File: src/rtl/sdh_pkg.sv
package sdh_pkg;
    localparam int unsigned STAT_W = 11;
    localparam int unsigned CFG_W  = 11;
    localparam int unsigned FSM_W  = 4;
    localparam int unsigned LVL_W  = 5;
    localparam int unsigned LVL_LSB = 4;

    localparam int unsigned BIT_BUSY  = 10;
    localparam int unsigned BIT_BLOCK = 9;
    localparam int unsigned BIT_DATA  = 8;

    localparam int unsigned EN_BUSY  = 10;
    localparam int unsigned EN_BLOCK = 8;
    localparam int unsigned EN_DATA  = 4;

    localparam logic [STAT_W-1:0] STAT_IMPL = 11'h7F9;
    localparam logic [STAT_W-1:0] IRQ_MASK  = 11'h700;
    localparam logic [CFG_W-1:0]  CFG_IMPL  = 11'h53F;

    localparam logic [31:0]      DBG_RESET  = 32'h0000_C60F;
    localparam logic [FSM_W-1:0] FSM_IDENT  = 4'h0;
    localparam logic [FSM_W-1:0] FSM_DATA   = 4'h1;
    localparam logic [FSM_W-1:0] FSM_PWRDN  = 4'hF;

    localparam int unsigned ADR_STAT = 0;
    localparam int unsigned ADR_CFG  = 1;
    localparam int unsigned ADR_DBG  = 2;
endpackage

File: src/rtl/sdh_status_reg.sv
module sdh_status_reg
    import sdh_pkg::*;
#(
    parameter int unsigned W = STAT_W
) (
    input  logic         clk,
    input  logic         rst_n,
    input  logic         clr_en,
    input  logic [W-1:0] clr_bits,
    input  logic [W-1:0] set_raw,
    input  logic         en_busy,
    input  logic         en_block,
    input  logic         en_data,
    output logic [W-1:0] stat_o,
    output logic         irq_o
);
    localparam logic [W-1:0] IMPL = W'(STAT_IMPL);
    localparam logic [W-1:0] IMSK = W'(IRQ_MASK);

    typedef struct packed {
        logic [W-1:0] bits;
    } st_t;

    st_t          st_d, st_q;
    logic [W-1:0] set_g;
    logic [W-1:0] nxt;

    always_comb begin
        set_g = set_raw & IMPL;
        set_g[BIT_BUSY]  = set_g[BIT_BUSY]  & en_busy;
        set_g[BIT_BLOCK] = set_g[BIT_BLOCK] & en_block;
        set_g[BIT_DATA]  = set_g[BIT_DATA]  & en_data;
    end

    for (genvar i = 0; i < W; i++) begin : g_bit
        if (IMPL[i]) begin : g_impl
            assign nxt[i] = set_g[i] | (st_q.bits[i] & ~(clr_en & clr_bits[i]));
        end else begin : g_rsvd
            assign nxt[i] = 1'b0;
        end
    end

    always_comb begin
        st_d      = st_q;
        st_d.bits = nxt;
    end

    always_ff @(posedge clk or negedge rst_n) begin
        if (!rst_n) st_q <= '0;
        else        st_q <= st_d;
    end

    assign stat_o = st_q.bits;
    assign irq_o  = |(st_q.bits & IMSK);
endmodule

File: src/rtl/sdh_cfg_reg.sv
module sdh_cfg_reg
    import sdh_pkg::*;
#(
    parameter int unsigned W  = CFG_W,
    parameter int unsigned DW = 32
) (
    input  logic          clk,
    input  logic          rst_n,
    input  logic          wr_en,
    input  logic [DW-1:0] wdata,
    output logic [W-1:0]  cfg_o
);
    localparam logic [W-1:0] IMPL = W'(CFG_IMPL);

    typedef struct packed {
        logic [W-1:0] val;
    } cfg_t;

    cfg_t cfg_d, cfg_q;

    always_comb begin
        cfg_d = cfg_q;
        if (wr_en) cfg_d.val = wdata[W-1:0] & IMPL;
    end

    always_ff @(posedge clk or negedge rst_n) begin
        if (!rst_n) cfg_q <= '0;
        else        cfg_q <= cfg_d;
    end

    assign cfg_o = cfg_q.val;
endmodule

File: src/rtl/sdh_dbg_reg.sv
module sdh_dbg_reg
    import sdh_pkg::*;
#(
    parameter int unsigned DW = 32
) (
    input  logic             clk,
    input  logic             rst_n,
    input  logic             wr_en,
    input  logic [DW-1:0]    wdata,
    input  logic             done,
    input  logic [LVL_W-1:0] lvl,
    output logic [DW-1:0]    dbg_o
);
    typedef struct packed {
        logic [DW-1:0] val;
    } dbg_t;

    dbg_t dbg_d, dbg_q;

    always_comb begin
        dbg_d = dbg_q;
        if (wr_en) begin
            dbg_d.val = wdata;
            if (wdata[FSM_W-1:0] == FSM_PWRDN) dbg_d.val[FSM_W-1:0] = FSM_IDENT;
        end
        if (done) dbg_d.val[FSM_W-1:0] = FSM_DATA;
        dbg_d.val[LVL_LSB +: LVL_W] = lvl;
    end

    always_ff @(posedge clk or negedge rst_n) begin
        if (!rst_n) dbg_q.val <= DW'(DBG_RESET);
        else        dbg_q     <= dbg_d;
    end

    assign dbg_o = dbg_q.val;
endmodule

File: src/rtl/sdh_stat_irq.sv
module sdh_stat_irq
    import sdh_pkg::*;
#(
    parameter int unsigned AW = 4,
    parameter int unsigned DW = 32
) (
    input  logic              clk,
    input  logic              rst_n,
    input  logic [AW-1:0]     reg_addr,
    input  logic              reg_wr,
    input  logic              reg_rd,
    input  logic [DW-1:0]     reg_wdata,
    output logic [DW-1:0]     reg_rdata,
    input  logic [STAT_W-1:0] status_set,
    input  logic              xfer_done,
    input  logic [LVL_W-1:0]  fifo_level,
    output logic              irq
);
    logic              sel_stat, sel_cfg, sel_dbg;
    logic [STAT_W-1:0] stat_q;
    logic [CFG_W-1:0]  cfg_q;
    logic [DW-1:0]     dbg_q;

    typedef struct packed {
        logic [DW-1:0] data;
    } rd_t;

    rd_t rd_d, rd_q;

    assign sel_stat = (reg_addr == AW'(ADR_STAT));
    assign sel_cfg  = (reg_addr == AW'(ADR_CFG));
    assign sel_dbg  = (reg_addr == AW'(ADR_DBG));

    sdh_status_reg #(.W(STAT_W)) u_stat (
        .clk      (clk),
        .rst_n    (rst_n),
        .clr_en   (reg_wr & sel_stat),
        .clr_bits (reg_wdata[STAT_W-1:0]),
        .set_raw  (status_set),
        .en_busy  (cfg_q[EN_BUSY]),
        .en_block (cfg_q[EN_BLOCK]),
        .en_data  (cfg_q[EN_DATA]),
        .stat_o   (stat_q),
        .irq_o    (irq)
    );

    sdh_cfg_reg #(.W(CFG_W), .DW(DW)) u_cfg (
        .clk   (clk),
        .rst_n (rst_n),
        .wr_en (reg_wr & sel_cfg),
        .wdata (reg_wdata),
        .cfg_o (cfg_q)
    );

    sdh_dbg_reg #(.DW(DW)) u_dbg (
        .clk   (clk),
        .rst_n (rst_n),
        .wr_en (reg_wr & sel_dbg),
        .wdata (reg_wdata),
        .done  (xfer_done),
        .lvl   (fifo_level),
        .dbg_o (dbg_q)
    );

    always_comb begin
        rd_d = rd_q;
        if (reg_rd) begin
            rd_d.data = '0;
            if (sel_stat) rd_d.data = DW'(stat_q);
            if (sel_cfg)  rd_d.data = DW'(cfg_q);
            if (sel_dbg)  rd_d.data = dbg_q;
        end
    end

    always_ff @(posedge clk or negedge rst_n) begin
        if (!rst_n) rd_q <= '0;
        else        rd_q <= rd_d;
    end

    assign reg_rdata = rd_q.data;
endmodule

File: config.mk
export PLATFORM = sky130hd
export DESIGN_NAME = sdh_stat_irq
export DESIGN_NICKNAME = d
export VERILOG_FILES = /design/src/rtl/sdh_pkg.sv /design/src/rtl/sdh_status_reg.sv /design/src/rtl/sdh_cfg_reg.sv /design/src/rtl/sdh_dbg_reg.sv /design/src/rtl/sdh_stat_irq.sv
export SDC_FILE = /design/constraint.sdc
export NUM_CORES = 1
export LEC_CHECK = 0
export ABC_AREA = 1
export CORE_AREA = 2 2 108 68
export DETAILED_ROUTE_END_ITERATION = 16
export DIE_AREA = 0 0 110 70
export DONT_BUFFER_PORTS = 1
export HOLD_SLACK_MARGIN = 0.03
export PLACE_DENSITY_LB_ADDON = 0.3
export SYNTH_ARGS = -nofsm -noshare
export SYNTH_HDL_FRONTEND = slang
export SYNTH_HIERARCHICAL = 1
export SYNTH_SLANG_ARGS = --single-unit
File: constraint.sdc
create_clock -name clk -period 0.83 [get_ports clk]
set_input_delay 0.1245 -clock clk [delete_from_list [all_inputs] [get_ports clk]]
set_output_delay 0.1245 -clock clk [all_outputs]
set_load 0.1 [all_outputs]
==> impl_results.md, run 1 <==
* Worst setup skew after layout at about 0.011 ns
* Total CTS buffers at 9
* Core area at between 0.006 and 0.007 sq mm
* Flip-flop and latch count after synthesis at just over 80
* Hold/Removal Path Class: input pin to async pin
* Pre-antenna DRT Iters at 4
* Row cnt at 24
* Post-DR wirelength/cell at between 10 and 15 um
* Gp weighted congestion at 0.830
* Fin crit period at approximately 1.3 ns
* Vias/cell at 5.03
* CTS Root Cell: clkbuf_8
* Post-synthesis average cell area at 8.05 sq um
* Kind of critical path: flip-flop to output pin
* Clock buffer depth at 2
* Crit share post-route at 151%
* Clock Latency Late Sink at ~0.35 ns
* Post-placement cell count at 576
* Mapped Area at ~0.0037 sq mm
* Yosys synthesis warning count at 6
* Worst Path Required at 0.71 ns
* Final hold vios at between 100 and 150
* Post-Place Setup Slack at -0.164 ns
* Final Max Tran Viols at 0
* Worst hold slack at -0.544 ns
* Clock power frac at a little under a third
* Die X at 110 um
* Share of post-route cells with drive strength above 1 at about 28%
* Die height at approximately 70 um
* Failing checks: hold timing, setup timing
* Total grt overflow at 0
* Residual DRC at 0
* Final core utilization at 78.1%
* DPL Wire Length at 5990 um
* Leak at 2.62 nW
* Sw power at about 2.7 mW
* H-tree level count at 3
* Post-Synthesis Cells at 460
* Dpl cell area at 0.00452 sq mm
* CP Max Fanout at 2
* Antenna cells at 0
* Sum of negative setup slack at -10.90 ns
* Top-Level Pins at 90
* Max-Cap Viols at 0
* Worst Setup SP: u_stat/stat_o[9]
* Largest net degree at the start of global routing at ~80
* Clk sinks at between 80 and 90
* Crit path DAT at between 1 and 1.5 ns
* Yosys cell types at 20
* CTS clock-pin slew for the worst setup and hold paths at about 0.090 ns
* Finished Cell Area at 0.00537 sq mm
* Input/output buffers at 0
* Seq pwr share at approximately half
* Global-route usage over all layers at a little over a quarter
* RSZ-0062 raised after global routing: yes
* Internal power at 6.54 mW
* Filler cell count in the final layout at 472
* Die ar. at roughly 0.0077 sq mm
* TritonCTS clock tree: done
* Status: finished, violations left
* Fin cells at between 600 and 700
* Area delta synth->final at 44.9%
* First-pass GRT wire length at ~15,000 um
* Crit. End Element: output pin
* CP Launch Type: flip-flop
* Sw frac at approximately 30%
* Worst VDD drop at about 880 uV
* Fmax at 798 MHz
* Comb pwr share at approximately a fifth
* Iter 0 DRT Violations at 220
* Initial antenna violation count at 0
* Power Density at roughly 1700 mW/mm^2
* Final nets at a little over 600
* Final wirelength at between 9000 and 10,000 um
* Antenna-violating nets left at 0
* Final setup fails at 43
* Overall Power at about 9.3 mW
* Hold_buf cts at between 40 and 50
* Initial Utilization at between 50% and 60%
* Via count at ~3,300
* Final worst slack at -0.423 ns
* Register area share after synthesis at around 55%
* Vias in the first global route at 3,208
* Reg2reg start: u_stat/stat_o[9]
-- power by group through the flow --
stage	clock [mW]	combinational (mW)	sequential [mW]
floorplan	0	0.623	5.14
global placement	0	1.43	4.76
detailed placement	0	1.48	4.77
CTS	2.83	1.71	4.69
global route	3.02	1.93	4.74
finish	2.78	1.79	4.69
-- Yosys cell counts --
cell | n | area (sq um)
nand2_1 | 228 | 856
dfrtp_1 | 73 | 1830
nand3_1 | 44 | 220
inv_1 | 39 | 146
o21ai_1 | 13 | 65.1
buf_6 | 11 | 124
buf_4 | 9 | 67.6
nor2_1 | 9 | 33.8
dfstp_2 | 8 | 210
o21ai_0 | 8 | 40.0
buf_2 | 7 | 35.0
conb_1 | 2 | 7.51
inv_2 | 2 | 7.51
a21oi_1 | 1 | 5.00
clkbuf_1 | 1 | 3.75
inv_4 | 1 | 6.26
nand2_4 | 1 | 11.3
nor2_2 | 1 | 6.26
nor2_4 | 1 | 11.3
nor2_8 | 1 | 20.0
-- critical path: stages, from the launching register on --
cell and delay, ns:
dfrtp_1 0.41, nor2_2 0.16, nand2_4 0.21
-- cell families after synthesis --
family	count (synthesis)	share of synthesized area (%)
other cells	2	0.203
compound gates	22	2.97
buf+inv	70	10.5
flops	81	55.0
simple gates	285	31.3
-- layer usage --
| metal | track usage, % | vias to the layer above | part of all wire, % |
|---|---|---|---|
| li1 | - | 1563 | - |
| met2 | 39.7 | 139 | 48 |
| met5 | 0 | - | 0 |
| met3 | 6.82 | 17 | 7.3 |
| met4 | 8.44 | 0 | 1.4 |
| met1 | 36.5 | 1543 | 43 |
-- sequential cells by signal, indices dropped and copies added, names as in the netlist --
| register | count |
|---|---|
| reg_rdata | 32 |
| u_cfg/cfg_o | 8 |
| u_dbg/dbg_o | 32 |
| u_stat/stat_o | 9 |
-- placed cells by master (no fill, tap or decap), types with 2 or more instances in the layout --
cell,Yosys,final
nand2_1,228,218
dlygate4sd3_1,0,46
dfrtp_1,73,41
buf_12,0,33
inv_1,39,31
nand3_1,44,31
dfrtp_4,0,31
buf_4,9,21
o21ai_1,13,14
nand3_2,0,13
inv_2,2,10
nand2_2,0,9
clkbuf_8,0,9
dfstp_2,8,8
nor2_1,9,6
o21ai_0,8,6
buf_6,11,5
conb_1,2,5
nor2_2,1,3
clkinvlp_4,0,3
nor2_4,1,2
nand2_4,1,2
clkbuf_1,1,2
-- final timing paths --
| path | end | slack (ns) | cells after the start |
|---|---|---|---|
| max in group asynchronous | u_dbg/dbg_o[9] | 1.16 | 0 |
| min in group clk | reg_rdata[26] | -0.09 | 2 |
| worst max register to register | reg_rdata[9] | -0.16 | 6 |
| worst min-delay path | reg_rdata[27] | -0.54 | 0 |
| worst max-delay path | irq | -0.42 | 2 |
| worst min register to register | u_dbg/dbg_o[9] | 0.47 | 2 |
-- final cells by class --
cell class	instances	area (sq um)	area share, %
clock buffers	11	131	2.45
well taps	91	114	2.12
flip-flops and latches	81	2150	40.1
repair buffers	106	1350	25.1
multi-input cells	312	1400	26.1
inverters	42	160	2.98
clock inverters	5	57.6	1.07
-- timing repair --
item / in CTS / in global routing
endpoints found under the hold margin: 162 / 111
pin swaps: 17 / 15
setup endpoints to repair: 44 / 51
cloned: 0 / 0
gates resized for setup: 12 / 30
setup buffers: 6 / 4
Note: power is estimated with default switching activity, not from simulation.
==> run 2: changes to the inputs <==
CORE_AREA = 2 2 121 76   (was 2 2 108 68)
DIE_AREA = 0 0 123 78   (was 0 0 110 70)
HOLD_SLACK_MARGIN = 0.02   (was 0.03)
==> run 2 against run 1 <==
Compared with the run above: the run still ends with hold timing, setup timing left; count of clock-buffer cells in the layout grew 2; hold slack gained 0.022 ns; clock skew shrank 0.0071 ns; final cell count grew 3.7%; critical path depth is the same; largest cell class unchanged; maximum frequency grew 2.0%; power grew 10%; sequential power is essentially flat; non-clock buffer count grew 3; first-iteration DRC count grew 26%.
==> impl_results.md, run 2 (synthesized netlist as in run 1, its figures left out) <==
* Largest net degree at the start of global routing at 82 (unchanged)
* Vias/cell at 4.77 (was 5.03)
* CTS Root Cell: clkbuf_16 (was clkbuf_8)
* Post-DR wirelength/cell at 14.2 um (was 14.5 um)
* Antenna cells at 0 (unchanged)
* Post-placement cell count at 598 (was 576)
* CTS clock-pin slew for the worst setup and hold paths at 0.06 ns (was 0.09 ns)
* Leak at 2.71 nW (was 2.62 nW)
* Reg2reg start: u_stat/stat_o[8] (was u_stat/stat_o[9])
* Post-Place Setup Slack at -0.194 ns (was -0.164 ns)
* Crit-path slowest cell: dfrtp_1 (unchanged)
* Total CTS buffers at 9 (unchanged)
* CP Launch Type: flip-flop (unchanged)
* Fmax at 814 MHz (was 798 MHz)
* Initial Utilization at 44.1% (was 53.9%)
* Final hold vios at 106 (was 111)
* First-pass GRT wire length at 15,300 um (about the same)
* Worst Setup SP: u_stat/stat_o[8] (was u_stat/stat_o[9])
* Final setup fails at 42 (was 43)
* Gp weighted congestion at 0.785 (was 0.830)
* Fin crit period at 1.23 ns (was 1.25 ns)
* Worst Path Required at 0.71 ns (about the same)
* Iter 0 DRT Violations at 278 (was 220)
* Max-Cap Viols at 0 (unchanged)
* Max Used Layer: met4 (unchanged)
* Via count at 3,207 (was 3,262)
* Top-Level Pins at 90 (unchanged)
* Vias in the first global route at 3,141 (was 3,208)
* Residual DRC at 0 (unchanged)
* Die height at 78 um (was 70 um)
* CP Max Fanout at 2 (unchanged)
* H-tree level count at 3 (unchanged)
* Power Density at 1840 mW/mm^2 (was 1730 mW/mm^2)
* Metal2 WL at 4320 um (was 4520 um)
* Failing checks: hold timing, setup timing (unchanged)
* CP Cell Sequence: nor2_2 > nand2_4 (unchanged)
* Commonest non-fill, non-tap cell in the layout: nand2_1 (unchanged)
* Routed met1 length at 4250 um (was 4050 um)
* Met3 WL at 788 um (was 684 um)
* Status: finished, violations left (unchanged)
* Core area at 0.00839 sq mm (was 0.00688 sq mm)
* Global-route usage over all layers at 21.1% (was 26.0%)
* Final nets at 612 (was 609)
* Row cnt at 26 (was 24)
* Antenna-violating nets left at 0 (unchanged)
* Pre-antenna DRT Iters at 4 (unchanged)
* Worst VDD drop at 1070 uV (was 883 uV)
* Input/output buffers at 0 (unchanged)
* Clock Latency Late Sink at 0.34 ns (was 0.35 ns)
* Worst setup skew after layout at 0.00422 ns (was 0.0113 ns)
* Hold/Removal Path Class: input pin to async pin (unchanged)
* Most frequent cells in the layout: nand2_1, dlygate4sd3_1, dfrtp_1, buf_12, dfrtp_4 (was nand2_1, dlygate4sd3_1, dfrtp_1, buf_12)
* Clk sinks at 81 (unchanged)
* Buffers & Inverters on Critical Path at 0 (unchanged)
* Crit path max-delay family: flip-flops (unchanged)
* Initial antenna violation count at 0 (unchanged)
* Crit share post-route at 148% (was 151%)
* Worst hold slack at -0.522 ns (was -0.544 ns)
* Hold_buf cts at 47 (unchanged)
* Clock buffer depth at 2 (unchanged)
* Final Max Tran Viols at 0 (unchanged)
* Die ar. at 0.00959 sq mm (was 0.00770 sq mm)
* Final wirelength at 9520 um (was 9390 um)
* Crit path DAT at 1.10 ns (was 1.13 ns)
* Fin cells at 672 (was 648)
* Kind of critical path: flip-flop to output pin (unchanged)
* Final worst slack at -0.398 ns (was -0.423 ns)
* Crit. End Element: output pin (unchanged)
* CP peak stage delay at 0.39 ns (was 0.41 ns)
* DPL Wire Length at 6170 um (was 5990 um)
* Total grt overflow at 0 (unchanged)
* TritonCTS clock tree: done (unchanged)
* Share of post-route cells with drive strength above 1 at 28.9% (was 28.0%)
* Area delta synth->final at 49.5% (was 44.9%)
* RSZ-0062 raised after global routing: yes (unchanged)
* Die X at 123 um (was 110 um)
==> run 2: cell count changes in the layout (fill, tap and decap cells not counted), sizes merged <==
cell | before | now
clkbuf | 11 | 13
buf | 59 | 62
bufinv | 1 | 0
clkinvlp | 3 | 0
clkinv | 1 | 3
==> run 2: layer usage <==
metal | vias up | track usage (%)
met3 | 14 | 7.72
met1 | 1510 | 28.6
met2 | 110 | 30.9
li1 | 1573 | -
met5 | - | 0
met4 | 0 | 8.07
==> run 2: area by class of cell <==
cell class / count / area, sq um
clock buffers: 13 / 260
clock inverters: 3 / 15.0
fillers: 673 / 2860
inverters: 42 / 160
multi-input cells: 312 / 1440
flip-flops and latches: 81 / 2150
well taps: 112 / 140
repair buffers: 109 / 1370
==> run 2: through the flow <==
stage	hold WS [ns]	total power [mW]	TNS (ns)	area, sq um	util [%]
finish	-0.522	10.2	-10.25	5540	66.0
global route	-0.541	10.7	-11.78	5540	66.0
CTS	-0.536	10.2	-10.76	5380	64.1
detailed placement	-0.170	6.25	-6.42	4560	54.3
global placement	-0.169	6.20	-4.62	4560	54.3
floorplan	-0.171	5.76	-9.19	3850	-
==> run 2: worst paths after layout <==
check                                  endpoint  slack (ns)  cells after the start
min in group clk                  reg_rdata[30]       -0.07                      2
worst min register to register  u_dbg/dbg_o[15]        0.47                      2
worst max-delay path                        irq       -0.40                      2
max in group asynchronous        u_dbg/dbg_o[2]        1.11                      0
worst max register to register     reg_rdata[8]       -0.18                      6
worst min-delay path              reg_rdata[25]       -0.52                      0
==> run 2: where the power goes <==
group / leakage [nW] / switching (mW) / internal, mW
clock network: 0.139 / 1.50 / 2.17
logic: 1.62 / 1.05 / 0.772
registers: 0.946 / 0.275 / 4.43
==> run 2: what timing repair did <==
item                                    CTS  global route
endpoints found under the setup margin   42            50
endpoints found under the hold margin   162           106
pin swaps                                20            23
buffers inserted                          5             8
resized for setup                        11            37
